## config.mk

```make
export PLATFORM = sky130hd
export DESIGN_NAME = dac_frame_tx
export DESIGN_NICKNAME = d
export VERILOG_FILES = /design/src/rtl/dac_tx_pkg.sv /design/src/rtl/dac_tx_phase.sv /design/src/rtl/dac_tx_shifter.sv /design/src/rtl/dac_tx_ctrl.sv /design/src/rtl/dac_frame_tx.sv
export SDC_FILE = /design/constraint.sdc
export NUM_CORES = 1
export LEC_CHECK = 0
export ABC_AREA = 0
export BUFFER_PORTS_ARGS = -buffer_cell sky130_fd_sc_hd__buf_4
export CAP_MARGIN = 20
export CORE_MARGIN = 3
export CORE_UTILIZATION = 50
export CTS_CLUSTER_DIAMETER = 200
export CTS_CLUSTER_SIZE = 24
export DETAILED_ROUTE_END_ITERATION = 7
export GPL_ROUTABILITY_DRIVEN = 0
export PLACE_DENSITY = 0.71
export SLEW_MARGIN = 20
export SYNTH_ARGS = -nofsm -noshare
export SYNTH_HDL_FRONTEND = slang
export SYNTH_SLANG_ARGS = --single-unit
```

## constraint.sdc

```tcl
create_clock -name clk -period 4.68 [get_ports clk]
set_clock_uncertainty 0.05 [all_clocks]
set_input_delay 1.17 -clock clk [delete_from_list [all_inputs] [get_ports clk]]
set_output_delay 1.17 -clock clk [all_outputs]
set_load 0.02 [all_outputs]
```

## src/rtl/dac_tx_pkg.sv

```systemverilog
package dac_tx_pkg;

    localparam int WORD_W      = 32;
    localparam int CMD_W       = 4;
    localparam int PAD_W       = 4;
    localparam int SAMPLE_W    = 16;
    localparam int FRAME_W     = CMD_W + PAD_W + SAMPLE_W;
    localparam int CMD_LSB     = 0;
    localparam int SAMPLE_LSB  = 16;
    localparam int REG_ADDR_W  = 2;
    localparam int BIT_IDX_W   = $clog2(FRAME_W);
    localparam logic [REG_ADDR_W-1:0] DAC_REG_IDX = '0;

    // Field order inside the frame is the order on the wire (MSB first).
    typedef struct packed {
        logic [CMD_W-1:0]    cmd;
        logic [PAD_W-1:0]    pad;
        logic [SAMPLE_W-1:0] sample;
    } dac_frame_t;

    typedef enum logic [1:0] {
        ST_IDLE  = 2'd0,
        ST_SHIFT = 2'd1,
        ST_GAP   = 2'd2
    } tx_state_e;

    function automatic dac_frame_t pack_frame(input logic [WORD_W-1:0] word);
        dac_frame_t f;
        f.cmd    = word[CMD_LSB +: CMD_W];
        f.pad    = '0;
        f.sample = word[SAMPLE_LSB +: SAMPLE_W];
        return f;
    endfunction

endpackage

```

## src/rtl/dac_tx_phase.sv

```systemverilog
// Counts system clocks inside one serial bit period.
module dac_tx_phase #(
    parameter int CLKS_PER_BIT = 20
) (
    input  logic clk,
    input  logic rst,
    input  logic run,
    output logic bit_end,
    output logic high_half
);
    localparam int CNT_W = (CLKS_PER_BIT > 1) ? $clog2(CLKS_PER_BIT) : 1;
    localparam logic [CNT_W-1:0] LAST_CNT = CNT_W'(CLKS_PER_BIT - 1);
    localparam logic [CNT_W-1:0] HALF_CNT = CNT_W'(CLKS_PER_BIT / 2);

    logic [CNT_W-1:0] cnt;

    always_ff @(posedge clk) begin
        if (rst || !run) begin
            cnt <= '0;
        end else if (cnt == LAST_CNT) begin
            cnt <= '0;
        end else begin
            cnt <= cnt + 1'b1;
        end
    end

    assign bit_end   = run && (cnt == LAST_CNT);
    assign high_half = run && (cnt >= HALF_CNT);

endmodule

```

## src/rtl/dac_tx_shifter.sv

```systemverilog
// Frame shift register, MSB presented on the data line.
module dac_tx_shifter
    import dac_tx_pkg::*;
(
    input  logic       clk,
    input  logic       rst,
    input  logic       load,
    input  dac_frame_t load_frame,
    input  logic       shift,
    output logic       msb
);
    logic [FRAME_W-1:0] sr;

    always_ff @(posedge clk) begin
        if (rst) begin
            sr <= '0;
        end else if (load) begin
            sr <= load_frame;
        end else if (shift) begin
            sr <= {sr[FRAME_W-2:0], 1'b0};
        end
    end

    assign msb = sr[FRAME_W-1];

endmodule

```

## src/rtl/dac_tx_ctrl.sv

```systemverilog
// Sequencer: idle / shifting / guard gap, plus the single pending slot.
module dac_tx_ctrl
    import dac_tx_pkg::*;
(
    input  logic       clk,
    input  logic       rst,
    input  logic       wr_hit,
    input  dac_frame_t wr_frame,
    input  logic       bit_end,
    output tx_state_e  state,
    output logic       load,
    output dac_frame_t load_frame,
    output logic       shift
);
    localparam logic [BIT_IDX_W-1:0] LAST_BIT = BIT_IDX_W'(FRAME_W - 1);

    tx_state_e            nxt_state;
    logic [BIT_IDX_W-1:0] bit_idx;
    logic                 pend_valid;
    dac_frame_t           pend_frame;
    logic                 take_pend;
    logic                 last_bit;

    assign last_bit = (bit_idx == LAST_BIT);

    always_comb begin
        nxt_state  = state;
        load       = 1'b0;
        take_pend  = 1'b0;
        load_frame = wr_frame;
        unique case (state)
            ST_IDLE: begin
                if (wr_hit) begin
                    load      = 1'b1;
                    nxt_state = ST_SHIFT;
                end
            end
            ST_SHIFT: begin
                if (bit_end && last_bit) begin
                    nxt_state = ST_GAP;
                end
            end
            ST_GAP: begin
                if (bit_end) begin
                    if (pend_valid) begin
                        load       = 1'b1;
                        take_pend  = 1'b1;
                        load_frame = pend_frame;
                        nxt_state  = ST_SHIFT;
                    end else if (wr_hit) begin
                        load      = 1'b1;
                        nxt_state = ST_SHIFT;
                    end else begin
                        nxt_state = ST_IDLE;
                    end
                end
            end
            default: nxt_state = ST_IDLE;
        endcase
    end

    assign shift = (state == ST_SHIFT) && bit_end && !last_bit;

    always_ff @(posedge clk) begin
        if (rst) begin
            state      <= ST_IDLE;
            bit_idx    <= '0;
            pend_valid <= 1'b0;
            pend_frame <= '0;
        end else begin
            state <= nxt_state;
            if (load) begin
                bit_idx <= '0;
            end else if (shift) begin
                bit_idx <= bit_idx + 1'b1;
            end
            if (take_pend) begin
                pend_valid <= wr_hit;
                if (wr_hit) begin
                    pend_frame <= wr_frame;
                end
            end else if (wr_hit && !load) begin
                pend_valid <= 1'b1;
                pend_frame <= wr_frame;
            end
        end
    end

endmodule

```

## src/rtl/dac_frame_tx.sv

```systemverilog
module dac_frame_tx
    import dac_tx_pkg::*;
#(
    parameter int CLKS_PER_BIT = 20
) (
    input  logic                  clk,
    input  logic                  rst,
    input  logic                  host_wr,
    input  logic [REG_ADDR_W-1:0] host_addr,
    input  logic [WORD_W-1:0]     host_wdata,
    output logic                  dac_cs_n,
    output logic                  dac_sclk,
    output logic                  dac_sdi,
    output logic                  busy
);
    tx_state_e  state;
    dac_frame_t wr_frame;
    dac_frame_t load_frame;
    logic       wr_hit;
    logic       load;
    logic       shift;
    logic       bit_end;
    logic       high_half;
    logic       msb;
    logic       sending;

    assign wr_hit   = host_wr && (host_addr == DAC_REG_IDX);
    assign wr_frame = pack_frame(host_wdata);
    assign sending  = (state == ST_SHIFT);

    dac_tx_phase #(.CLKS_PER_BIT(CLKS_PER_BIT)) u_phase (
        .clk       (clk),
        .rst       (rst),
        .run       (state != ST_IDLE),
        .bit_end   (bit_end),
        .high_half (high_half)
    );

    dac_tx_ctrl u_ctrl (
        .clk        (clk),
        .rst        (rst),
        .wr_hit     (wr_hit),
        .wr_frame   (wr_frame),
        .bit_end    (bit_end),
        .state      (state),
        .load       (load),
        .load_frame (load_frame),
        .shift      (shift)
    );

    dac_tx_shifter u_shifter (
        .clk        (clk),
        .rst        (rst),
        .load       (load),
        .load_frame (load_frame),
        .shift      (shift),
        .msb        (msb)
    );

    assign dac_cs_n = !sending;
    assign dac_sclk = sending && high_half;
    assign dac_sdi  = sending && msb;
    assign busy     = (state != ST_IDLE);

endmodule

```

---- Word level (Yosys, flattened, before mapping) ----
Index checks and enable logic that the tools add are counted.
storage, ports and cells
  logic and storage cells ................. 65
  register bits after elaboration ......... 61
  bits of input ports ..................... 37
operators by class
  add/subtract/negate cells ............... 2
  equal/unequal tests ..................... 8
  reduce and logical (&&, ||, !) cells .... 23
  order comparisons ....................... 1
  multiplexer cells ....................... 23
operator list
  kind                                                                   number
  24-bit 2-to-1 mux                                                      8
  5-bit by 1-bit adder with 5-bit output, second input constant          2
  5-bit == test, second input constant                                   2
  1-bit logical AND                                                      9
  1-bit 2-to-1 mux                                                       9
  2-bit 2-to-1 mux                                                       4
  2-bit by 1-bit != test with 1-bit output, second input constant        4
  2-bit one-hot mux with 3 select lines                                  1
  2-bit nonzero test                                                     3
  5-bit by 4-bit >= comparator with 1-bit output, second input constant  1
  1-bit logical NOT                                                      4
  2-bit logical NOT                                                      2
  2-bit OR reduction                                                     2
  3-bit AND reduction                                                    1
  2-bit by 1-bit == test with 1-bit output, second input constant        1
  2-bit == test, second input constant                                   1
  1-bit one-hot mux with 2 select lines                                  1
  2-bit AND reduction                                                    1
  1-bit logical OR                                                       1

---- Logic depth before layout (Yosys ltp) ----
Gate-level depths: netlist (run 1).
  depth in word-level cells ............... 10
  mapped depth ............................ 7
  mapped depth without buffers ............ 5

---- Modules after synthesis ----
Synthesis (run 1) repeated with hierarchy kept, for this count alone.
unflattened totals
  cell total of the unflattened synthesis .. 314
  area total of the unflattened synthesis .. 3215.6 um^2
modules (own cells, without submodules)
  module          area each (um^2)  instances  cells an instance
  dac_tx_ctrl     1794.2            1          178
  dac_tx_shifter  1146.1            1          106
  dac_tx_phase    234.0             1          24
  dac_frame_tx    41.3              1          6

---- Least setup slack after synthesis (run 1) ----
OpenSTA, ideal clock, no wires.
  kind .................................... input port to flip-flop
  start point ............................. input host_addr[1]
  end point ............................... register u_shifter.sr[4]
  setup time .............................. 0.087 ns
  data arrival time ....................... 2.405 ns
  slack ................................... 2.138 ns
  buffers on the path ..................... 1
  required time ........................... 4.543 ns
  stages .................................. 5
  path through ............................ or3b_1 a221oi_4 buf_2 a21oi_1 a221oi_2
on the way
  longest elaborated chain between the ends .. 7
  elaborated cells on any way between the ends .. 8
RTL lines
  what                                                            RTL line                              text
  start: declaration                                              dac_frame_tx.sv:9                     input logic [REG_ADDR_W-1:0] host_addr,
  2-bit logical NOT *                                             dac_frame_tx.sv:27                    assign wr_hit = host_wr && (host_addr == DAC_REG_IDX);
  1-bit logical AND *                                             dac_frame_tx.sv:27
  1-bit 2-to-1 mux *                                              dac_tx_ctrl.sv:33, dac_tx_ctrl.sv:50
  1-bit 2-to-1 mux                                                dac_tx_ctrl.sv:45                     if (pend_valid) begin
  1-bit 2-to-1 mux                                                dac_tx_ctrl.sv:44                     if (bit_end) begin
  1-bit one-hot mux with 2 select lines *                         dac_tx_ctrl.sv:31                     unique case (state)
  24-bit 2-to-1 mux / 2-bit nonzero test (equally long branches)  n/a
  end signal: assignment                                          dac_tx_shifter.sv:18                  sr <= load_frame;
  end signal: assignment                                          dac_tx_shifter.sv:20                  sr <= {sr[FRAME_W-2:0], 1'b0};
  end: declaration                                                dac_tx_shifter.sv:12                  logic [FRAME_W-1:0] sr;
Every way passes the cells marked *; elsewhere a longest branch is shown, timed or not.
A chain may end at the register's enable or synchronous reset.

---- Worst setup path after layout (run 1) ----
  start point ............................. register u_phase.cnt[0]
  end point ............................... output dac_sclk
on the way
  longest elaborated chain between the ends .. 3
RTL lines
  what                                            RTL line            text
  start: declaration                              dac_tx_phase.sv:15  logic [CNT_W-1:0] cnt;
  start signal: assignment                        dac_tx_phase.sv:23  cnt <= cnt + 1'b1;
  5-bit by 4-bit >= comparator with 1-bit output  dac_tx_phase.sv:28  assign high_half = run && (cnt >= HALF_CNT);
  1-bit logical AND                               dac_tx_phase.sv:28
  1-bit logical AND                               dac_frame_tx.sv:61  assign dac_sclk = sending && high_half;
  end: declaration                                dac_frame_tx.sv:12  output logic dac_sclk,
Every way passes these cells.

==> results.yml, run 1 <==
yosys:
  avgSynthCellArea_um2: 9.69
  yosysUniqueCellTypes: 38
  synth.most_common_cell: "dfxtp_1"
  synthTopCellsByArea: "dfxtp_1 40%, mux2i_1 14%, a221oi_2 9.9%"
  synth_edf_count: 0
  yosysTopAreaCellShare_pct: 39.6
  yosysTopAreaCell: "dfxtp_1"
  ys_ff_latch: 57
  seq_area_frac_synth_pct: 39.6
  postSynthCellCount: 297
  syn_area_mm2: 0.00288
  synth_ff_type: "dfxtp_1"
  synth_fp_nets: 337
  synth_async_sr_flop_share_pct: 0
  ys_warn_count: 0
  synth_common_cells: "57 x dfxtp_1, 41 x nand2b_1, 40 x mux2i_1"
flow_run:
  max_cap_viol_count: 0
sta:
  setup_ws_ps: 1810
  slew_headroom_pct: 35.2
  fin_setup_tns_ps: 0
  fin_hold_ws_ps: 404
  hold_viol_final: 0
  grt_setup_unrepaired: "false"
  worstMarginPinSlew_ps: 969
  period_needed_ps: 2870
  slew_violations: 0
  setup_viol: 0
  fmax_mhz: 349
  period_share_pct: 61.3
floorplanning:
  die_h_um: 81.9
  start_util_pct: 52.0
  dieArea_mm2: 0.00670
  die_x_um: 81.9
  core-area_mm2: 0.00554
  pin_count: 41
  rows: 27
placement:
  port_buffers: 28
  placed_area_mm2: 0.00307
  dp_hpwl_mm: 3.29
  dp_cells: 377
  pre_cts_ws_ps: 1570
clock_network:
  cts_hold_buf: 0
  clk_latency_ps: 330
  root_buffer: "clkbuf_8"
  clkTransAtPathRegs_ps: 60
  clock_path_buffers: 2
  ctsResizeCount: 0
  htreeDepth: 3
  cts_buffers: 9
  postCtsSetupRepairBufs: 0
  cts.sinks: 57
  cts_tree: "yes"
worst_setup_path:
  path_depth: 6
  critPathKind: "flip-flop to output port"
  critPathCaptureType: "output port"
  arrival_ps: 1650
  crit_family: "simple AND/OR/NAND/NOR gates"
  worstPathRequired_ps: 3460
  max_stage_delay_ps: 370
  worstRegToRegCells: 5
  crit_fanout: 4
  crit_buf_inv: 2
  path_cells: "inv_1, ha_1, or3_1, a21oi_1, nor2_1, buf_4"
  startpoint_type: "flip-flop"
  cp_slowest_cell: "or3_1"
routing:
  vias_per_cell: 5.34
  wl_met1_mm: 2.51
  drc: 0
  highest_layer: "met4"
  wl_per_cell_um: 13.1
  routed-via-count: 2098
  met2_length_mm: 2.39
  drtAntennaViolNets: 0
  dr.pass1.iters: 4
  drt-initial-drc-count: 70
  routed_wl_mm: 5.16
  route.met3.wl_um: 140
power_and_ir_drop:
  pwr-share-comb_pct: 8.2
  leakagePower_nw: 1.07
  power_density_mw_per_mm2: 305
  p_switching_mw: 0.240
  p_int_mw: 0.754
  p_seq_share_pct: 50.6
  power_mw: 0.994
  ir_worst_vdd_mv: 0.212
  sw_frac_of_total_pct: 24.1
  p_clk_share_pct: 41.1
hold_path:
  hold_path_depth: 2
  hold_path.class: "flip-flop to flip-flop"
global_route:
  grt_pass1_vias: 1902
  grt_max_degree: 66
  grt_usage_pct: 16.7
  grt_overflow: 0
  antenna_found_initial: 0
  grt_pass1_wl_mm: 8.61
cells_and_area:
  fin_nets: 356
  stdcell_count: 393
  fin_area_mm2: 0.00326
  drive_gt1_share_pct: 22.7
  area_growth_pct: 13.1
  fin_util_pct: 58.8
  antennaDiodeCount: 0
outcome:
  status: "completed"
cells in the final DEF (no fill, tap or decap), types with 4 or more instances in the layout:
cell type,count
nand2_1,32
buf_4,31
nor2_1,12
dfxtp_1,57
a221oi_2,19
clkbuf_8,11
mux2i_1,40
a21oi_1,27
nand2b_1,41
xnor2_1,4
nand3_1,7
cell type report:
class                           instances  area [µm²]
Clock buffer                           11         151
Clock inverter                          5        30.0
Fill cell                             512        2280
Inverter                                3        11.3
Multi-Input combinational cell        214        1600
Sequential cell                        57        1140
Tap cell                               72        90.1
Timing Repair Buffer                   31         233
routing by layer:
metal  up-vias  global-route usage [%]
met1       977                    21.9
met4         0                    8.97
met3        11                    3.62
met2        25                    25.6
met5         -                       0
li1       1085                       -
power by group through the flow:
stage | registers [mW] | clock network (mW) | logic, mW
after floorplan | 0.512 | 0 | 0.0568
after global placement | 0.514 | 0 | 0.0805
after detailed placement | 0.514 | 0 | 0.0827
after CTS | 0.503 | 0.421 | 0.0828
after global routing | 0.504 | 0.444 | 0.0906
final | 0.503 | 0.409 | 0.0815
state kept, by name (all words and copies together) (netlist names):
| register | count |
|---|---|
| u_ctrl.bit_idx | 5 |
| u_phase.cnt | 5 |
| u_shifter.sr | 24 |
| u_ctrl.state | 2 |
| u_ctrl.pend_frame | 20 |
| u_ctrl.pend_valid | 1 |
worst min-delay path: stages, from the launching register on:
cell     delay [ps]
dfxtp_1         310
nand2_1          50
a21oi_1          50
cells by family after synthesis:
family,Yosys count,share of synthesized area [%]
adder cells (fa/ha/maj),3,1.30
multiplexers,40,13.9
XOR/XNOR,7,2.13
buffers and inverters,26,4.95
flip-flops,57,39.6
AND/OR/NAND/NOR,108,20.6
AO/OA/AOI/OAI,56,17.5
worst paths after layout:
check | start | end | slack (ps)
worst max-delay path | u_phase.cnt[0]$_SDFF_PP0_ | dac_sclk | 1810
worst min-delay path | u_shifter.sr[16]$_SDFFE_PP0P_ | u_shifter.sr[17]$_SDFFE_PP0P_ | 400
worst max register to register | u_phase.cnt[0]$_SDFF_PP0_ | u_shifter.sr[8]$_SDFFE_PP0P_ | 2120
worst min register to register | u_shifter.sr[16]$_SDFFE_PP0P_ | u_shifter.sr[17]$_SDFFE_PP0P_ | 400
No activity file was read; power rests on OpenSTA's default activity.
==> inputs of run 2 (changes only) <==
==> constraint.sdc (replaced) <==
create_clock -name clk -period 2.91 [get_ports clk]
set_clock_uncertainty 0.05 [all_clocks]
set_input_delay 0.7275 -clock clk [delete_from_list [all_inputs] [get_ports clk]]
set_output_delay 0.7275 -clock clk [all_outputs]
set_load 0.02 [all_outputs]
==> run 2 against run 1 <==
Net effect:
- largest power group is now clock
- critical path depth did not move
- setup slack got worse by 1400 ps
- critical path type unchanged
- die area did not move
- largest cell class unchanged
- final cell count rose by 2.0%
==> results.yml, run 2 (synthesis gave the netlist of run 1 again) <==
routing:
  highest_layer: "met4"
  drtAntennaViolNets: 0
  routed_wl_mm: 5.57
  vias_per_cell: 5.46
  wl_per_cell_um: 13.9
  routed-via-count: 2188
  drt-initial-drc-count: 124
  met2_length_mm: 2.72
  dr.pass1.iters: 5
  drc: 0
  route.met3.wl_um: 183
  wl_met1_mm: 2.56
cells_and_area:
  layout_common_cells: "57 x dfxtp_1, 41 x nand2b_1, 40 x mux2i_1"
  largest_register_ffs: 24
  drive_gt1_share_pct: 24.3
  antennaDiodeCount: 0
  fin_util_pct: 61.4
  regMostFlops: "u_shifter.sr"
  fin_nets: 364
  nFillCells: 464
  largestRegisters: "u_shifter.sr (24), u_ctrl.pend_frame (20)"
  final_common_cell: "dfxtp_1"
  area_growth_pct: 18.1
placement:
  port_buffers: 28
  dp_hpwl_mm: 3.63
power_and_ir_drop:
  p_clk_share_pct: 49.7
  p_seq_share_pct: 43.0
  p_int_mw: 1.48
  sw_frac_of_total_pct: 21.2
  p_switching_mw: 0.399
  leakagePower_nw: 1.14
  pwr-share-comb_pct: 7.3
  ir_worst_vdd_mv: 0.368
  power_density_mw_per_mm2: 554
global_route:
  grt_pass1_wl_mm: 9.21
  grt_pass1_vias: 1989
  grt_overflow: 0
  antenna_found_initial: 0
  grt_max_degree: 41
  grt_usage_pct: 18.2
clock_network:
  cts_tree: "yes"
  cts.sinks: 57
  clock_path_buffers: 2
  cts_buffers: 9
  postCtsSetupRepairBufs: 0
  root_buffer: "clkbuf_8"
  ctsResizeCount: 0
  clkTransAtPathRegs_ps: 70
  cts_hold_buf: 0
  clk_latency_ps: 330
  htreeDepth: 3
outcome:
  status: "completed"
sta:
  slew_violations: 0
  worstMarginPinSlew_ps: 424
  setup_viol: 0
  fin_setup_tns_ps: 0
  period_needed_ps: 2470
  period_share_pct: 84.9
  grt_setup_unrepaired: "false"
  hold_viol_final: 0
  fmax_mhz: 405
  slew_headroom_pct: 71.7
worst_setup_path:
  arrival_ps: 1690
  startpoint_type: "flip-flop"
  worstPathRequired_ps: 2130
  crit_fanout: 4
  critPathCaptureType: "output port"
  critPathKind: "flip-flop to output port"
floorplanning:
  die_h_um: 81.9
  pin_count: 41
  dieArea_mm2: 0.00670
  start_util_pct: 52.0
  rows: 27
  die_x_um: 81.9
  core-area_mm2: 0.00554
flow_run:
  max_cap_viol_count: 0
hold_path:
  hold_path.class: "flip-flop to flip-flop"
-- run 2: cell count changes in the layout (fill, tap and decap cells not counted) --
cell	change
buf_12	+1
buf_4	+7
bufinv_16	+3
clkbuf_1	+1
clkinv_2	-3
clkinv_4	+1
clkinvlp_4	-2
-- run 2: worst paths after layout --
kind                                   endpoint  cells after the start  slack [ps]                          start
setup / recovery                       dac_sclk                      6         440      u_phase.cnt[0]$_SDFF_PP0_
hold / removal    u_shifter.sr[16]$_SDFFE_PP0P_                      2         410  u_shifter.sr[15]$_SDFFE_PP0P_
setup reg to reg   u_shifter.sr[5]$_SDFFE_PP0P_                      6         720      u_phase.cnt[0]$_SDFF_PP0_
hold reg to reg   u_shifter.sr[16]$_SDFFE_PP0P_                      2         410  u_shifter.sr[15]$_SDFFE_PP0P_
-- run 2: critical path, stage by stage (launching register included) --
cell	delay (ps)
dfxtp_1	370
inv_1	60
ha_1	190
or3_1	380
a21oi_1	150
nor2_1	60
buf_4	150
-- run 2: final cells by class --
type                            count  area (µm²)  share of cell area [%]
Timing Repair Buffer               39         305                    8.98
Multi-Input combinational cell    214        1600                    47.0
Clock inverter                      4        98.8                    2.91
Tap cell                           72        90.1                    2.65
Inverter                            3        11.3                   0.331
Sequential cell                    57        1140                    33.6
Clock buffer                       12         155                    4.56
-- run 2: stage by stage --
step | setup slack (ps) | power [mW] | hold slack [ps] | instance area, µm² | cells
floorplan | 811 | 0.916 | 380 | 2880 | 297
global placement | 469 | 0.960 | 389 | 3150 | 385
detailed placement | 411 | 0.964 | 395 | 3150 | 385
CTS | 420 | 1.91 | 408 | 3400 | 401
global route | 375 | 1.95 | 427 | 3400 | 401
finish | 440 | 1.88 | 409 | 3400 | 401
-- run 2: power groups by stage --
| stage | logic (mW) | clock network (mW) | registers (mW) |
|---|---|---|---|
| after global routing | 0.152 | 0.989 | 0.811 |
| after detailed placement | 0.138 | 0 | 0.826 |
| after CTS | 0.139 | 0.957 | 0.809 |
| final | 0.137 | 0.936 | 0.809 |
| after floorplan | 0.0914 | 0 | 0.824 |
| after global placement | 0.134 | 0 | 0.826 |
-- run 2: layer usage --
metal | vias up | global-route usage [%]
met2 | 32 | 28.7
met3 | 10 | 4.93
li1 | 1108 | -
met4 | 0 | 8.47
met5 | - | 0
met1 | 1038 | 23.0
==> inputs of run 3 (changes only) <==
--- a/config.mk
+++ b/config.mk
@@ -14,7 +14,7 @@
 export CTS_CLUSTER_SIZE = 24
 export DETAILED_ROUTE_END_ITERATION = 7
 export GPL_ROUTABILITY_DRIVEN = 0
-export PLACE_DENSITY = 0.71
+export PLACE_DENSITY = 0.74
 export SLEW_MARGIN = 20
 export SYNTH_ARGS = -nofsm -noshare
 export SYNTH_HDL_FRONTEND = slang
==> constraint.sdc (replaced) <==
create_clock -name clk -period 2.2 [get_ports clk]
set_clock_uncertainty 0.05 [all_clocks]
set_input_delay 0.55 -clock clk [delete_from_list [all_inputs] [get_ports clk]]
set_output_delay 0.55 -clock clk [all_outputs]
set_load 0.02 [all_outputs]
==> run 3 against run 2 <==
Net effect:
- global-route usage down 0.86 points
- first-iteration DRC count fell by 4.0%
- hold slack better by 0.81 ps
- count of clock-buffer cells in the layout shrank 1
- sequential power up 32%
- core utilization up 0.41 points
- register-to-register slack lost 560 ps
- critical path depth stayed put
- wire length fell by 2.3%
- sequential share of layout area is 0.18 points lower
- non-clock buffer count did not move
- largest cell class unchanged
- highest routed layer unchanged
==> results.yml, run 3 (synthesis gave the netlist of run 1 again) <==
placement:
  pre_cts_ws_ps: 32.8
  port_buffers: 28
  dp_cells: 384
  dp_hpwl_mm: 3.51
sta:
  hold_viol_final: 0
  period_needed_ps: 2140
  period_share_pct: 97.1
  setup_viol: 0
  slew_headroom_pct: 75.5
  fmax_mhz: 468
  grt_setup_unrepaired: "false"
  fin_hold_ws_ps: 410
  worstMarginPinSlew_ps: 367
  fin_setup_tns_ps: 0
  setup_ws_ps: 64.3
  slew_violations: 0
routing:
  routed-via-count: 2186
  wl_per_cell_um: 13.6
  drtAntennaViolNets: 0
  vias_per_cell: 5.45
  dr.pass1.iters: 7
  routed_wl_mm: 5.44
  drt-initial-drc-count: 119
  drc: 0
cells_and_area:
  fin_util_pct: 61.8
  fin_nets: 364
  antennaDiodeCount: 0
  area_growth_pct: 18.9
  largestRegisters: "u_shifter.sr (24), u_ctrl.pend_frame (20)"
  stdcell_count: 401
  regArea_mm2: 0.00114
  final_common_cell: "dfxtp_1"
  layout_common_cells: "56 x dfxtp_1, 41 x nand2b_1, 40 x mux2i_1"
  nFillCells: 486
  regMostFlops: "u_shifter.sr"
  largest_register_ffs: 24
  multi_input_area_mm2: 0.00161
  drive_gt1_share_pct: 25.5
worst_setup_path:
  worstPathRequired_ps: 1600
  crit_fanout: 2
  arrival_ps: 1540
  path_cells: "inv_1, ha_1, or3_4, a21oi_2, nor2_1, buf_4"
  max_stage_delay_ps: 330
  worstRegToRegCells: 7
  cp_slowest_cell: "dfxtp_2"
  critPathKind: "flip-flop to output port"
  startpoint_type: "flip-flop"
  critPathCaptureType: "output port"
floorplanning:
  dieArea_mm2: 0.00670
  die_x_um: 81.9
  pin_count: 41
  start_util_pct: 52.0
  core-area_mm2: 0.00554
  rows: 27
  die_h_um: 81.9
global_route:
  grt_usage_pct: 17.3
  grt_overflow: 0
  grt_pass1_vias: 2059
  grt_pass1_wl_mm: 9.07
  grt_max_degree: 34
  antenna_found_initial: 0
clock_network:
  root_buffer: "clkbuf_8"
  clk_latency_ps: 330
  clock_path_buffers: 2
  cts_tree: "yes"
  clkTransAtPathRegs_ps: 60
  cts.sinks: 57
  cts_buffers: 9
  htreeDepth: 3
outcome:
  status: "completed"
flow_run:
  max_cap_viol_count: 0
power_and_ir_drop:
  ir_worst_vdd_mv: 0.395
  power_density_mw_per_mm2: 691
  leakagePower_nw: 1.14
hold_path:
  hold_path.class: "flip-flop to flip-flop"
  hold_path_depth: 2
-- run 3: cell types whose count changed in the layout (fill, tap and decap cells not counted), sizes merged --
cell and delta:
bufinv -1, clkbuf -1, clkinv +1, clkinvlp +1
-- run 3: critical path: cells and delay by family, from the launching register on --
| family | cells | cell delay, ps |
|---|---|---|
| DFF | 1 | 330 |
| buffers and inverters | 2 | 190 |
| and+or+nand+nor | 2 | 380 |
| AOI/OAI and AO/OA | 1 | 140 |
| adders and majority gates | 1 | 180 |
-- run 3: what timing repair did --
| item | 4_1_cts | 5_1_grt |
|---|---|---|
| hold buffers | 0 | 0 |
| resized for setup | 2 | 1 |
| pin swaps | 1 | 2 |
| endpoints found under the setup margin | 1 | 1 |
| cloned | 0 | 0 |
| endpoints found under the hold margin | 0 | 0 |
| buffers inserted | 1 | 0 |
-- run 3: path summary, 6_finish.rpt --
path	from	to	slack (ps)
max	u_phase.cnt[0]$_SDFF_PP0_	dac_sclk	60
min	u_shifter.sr[18]$_SDFFE_PP0P_	u_shifter.sr[18]$_SDFFE_PP0P_	410
max reg2reg	u_phase.cnt[0]$_SDFF_PP0_	u_shifter.sr[4]$_SDFFE_PP0P_	160
min reg2reg	u_shifter.sr[18]$_SDFFE_PP0P_	u_shifter.sr[18]$_SDFFE_PP0P_	410
-- run 3: metrics by stage --
step	instance area, µm²	power, mW
floorplan	2880	1.21
finish	3420	2.36
global placement	3180	1.27
global route	3420	2.46
detailed placement	3180	1.28
CTS	3420	2.39
-- run 3: power by group --
part	switching [mW]	internal, mW	leakage [nW]	total, mW
combinational	0.0921	0.0933	0.564	0.185
clock	0.413	0.695	0.115	1.11
sequential	0.0139	1.06	0.462	1.07
total	0.519	1.85	1.14	2.36
-- run 3: layout make-up --
class	count	share of cell area (%)
multi-input combinational	214	47.0
sequential	57	33.4
timing repair buffer	39	10.0
clock buffer	11	4.42
tap	72	2.63
clock inverter	5	2.27
inverter	3	0.329
-- run 3: metal layers --
metal	share of wire (%)	vias up	track usage, %
met1	47	1040	22.0
met2	48	30	27.8
li1	-	1104	-
met3	3.0	12	3.51
met5	0	-	0
met4	2.2	0	8.64
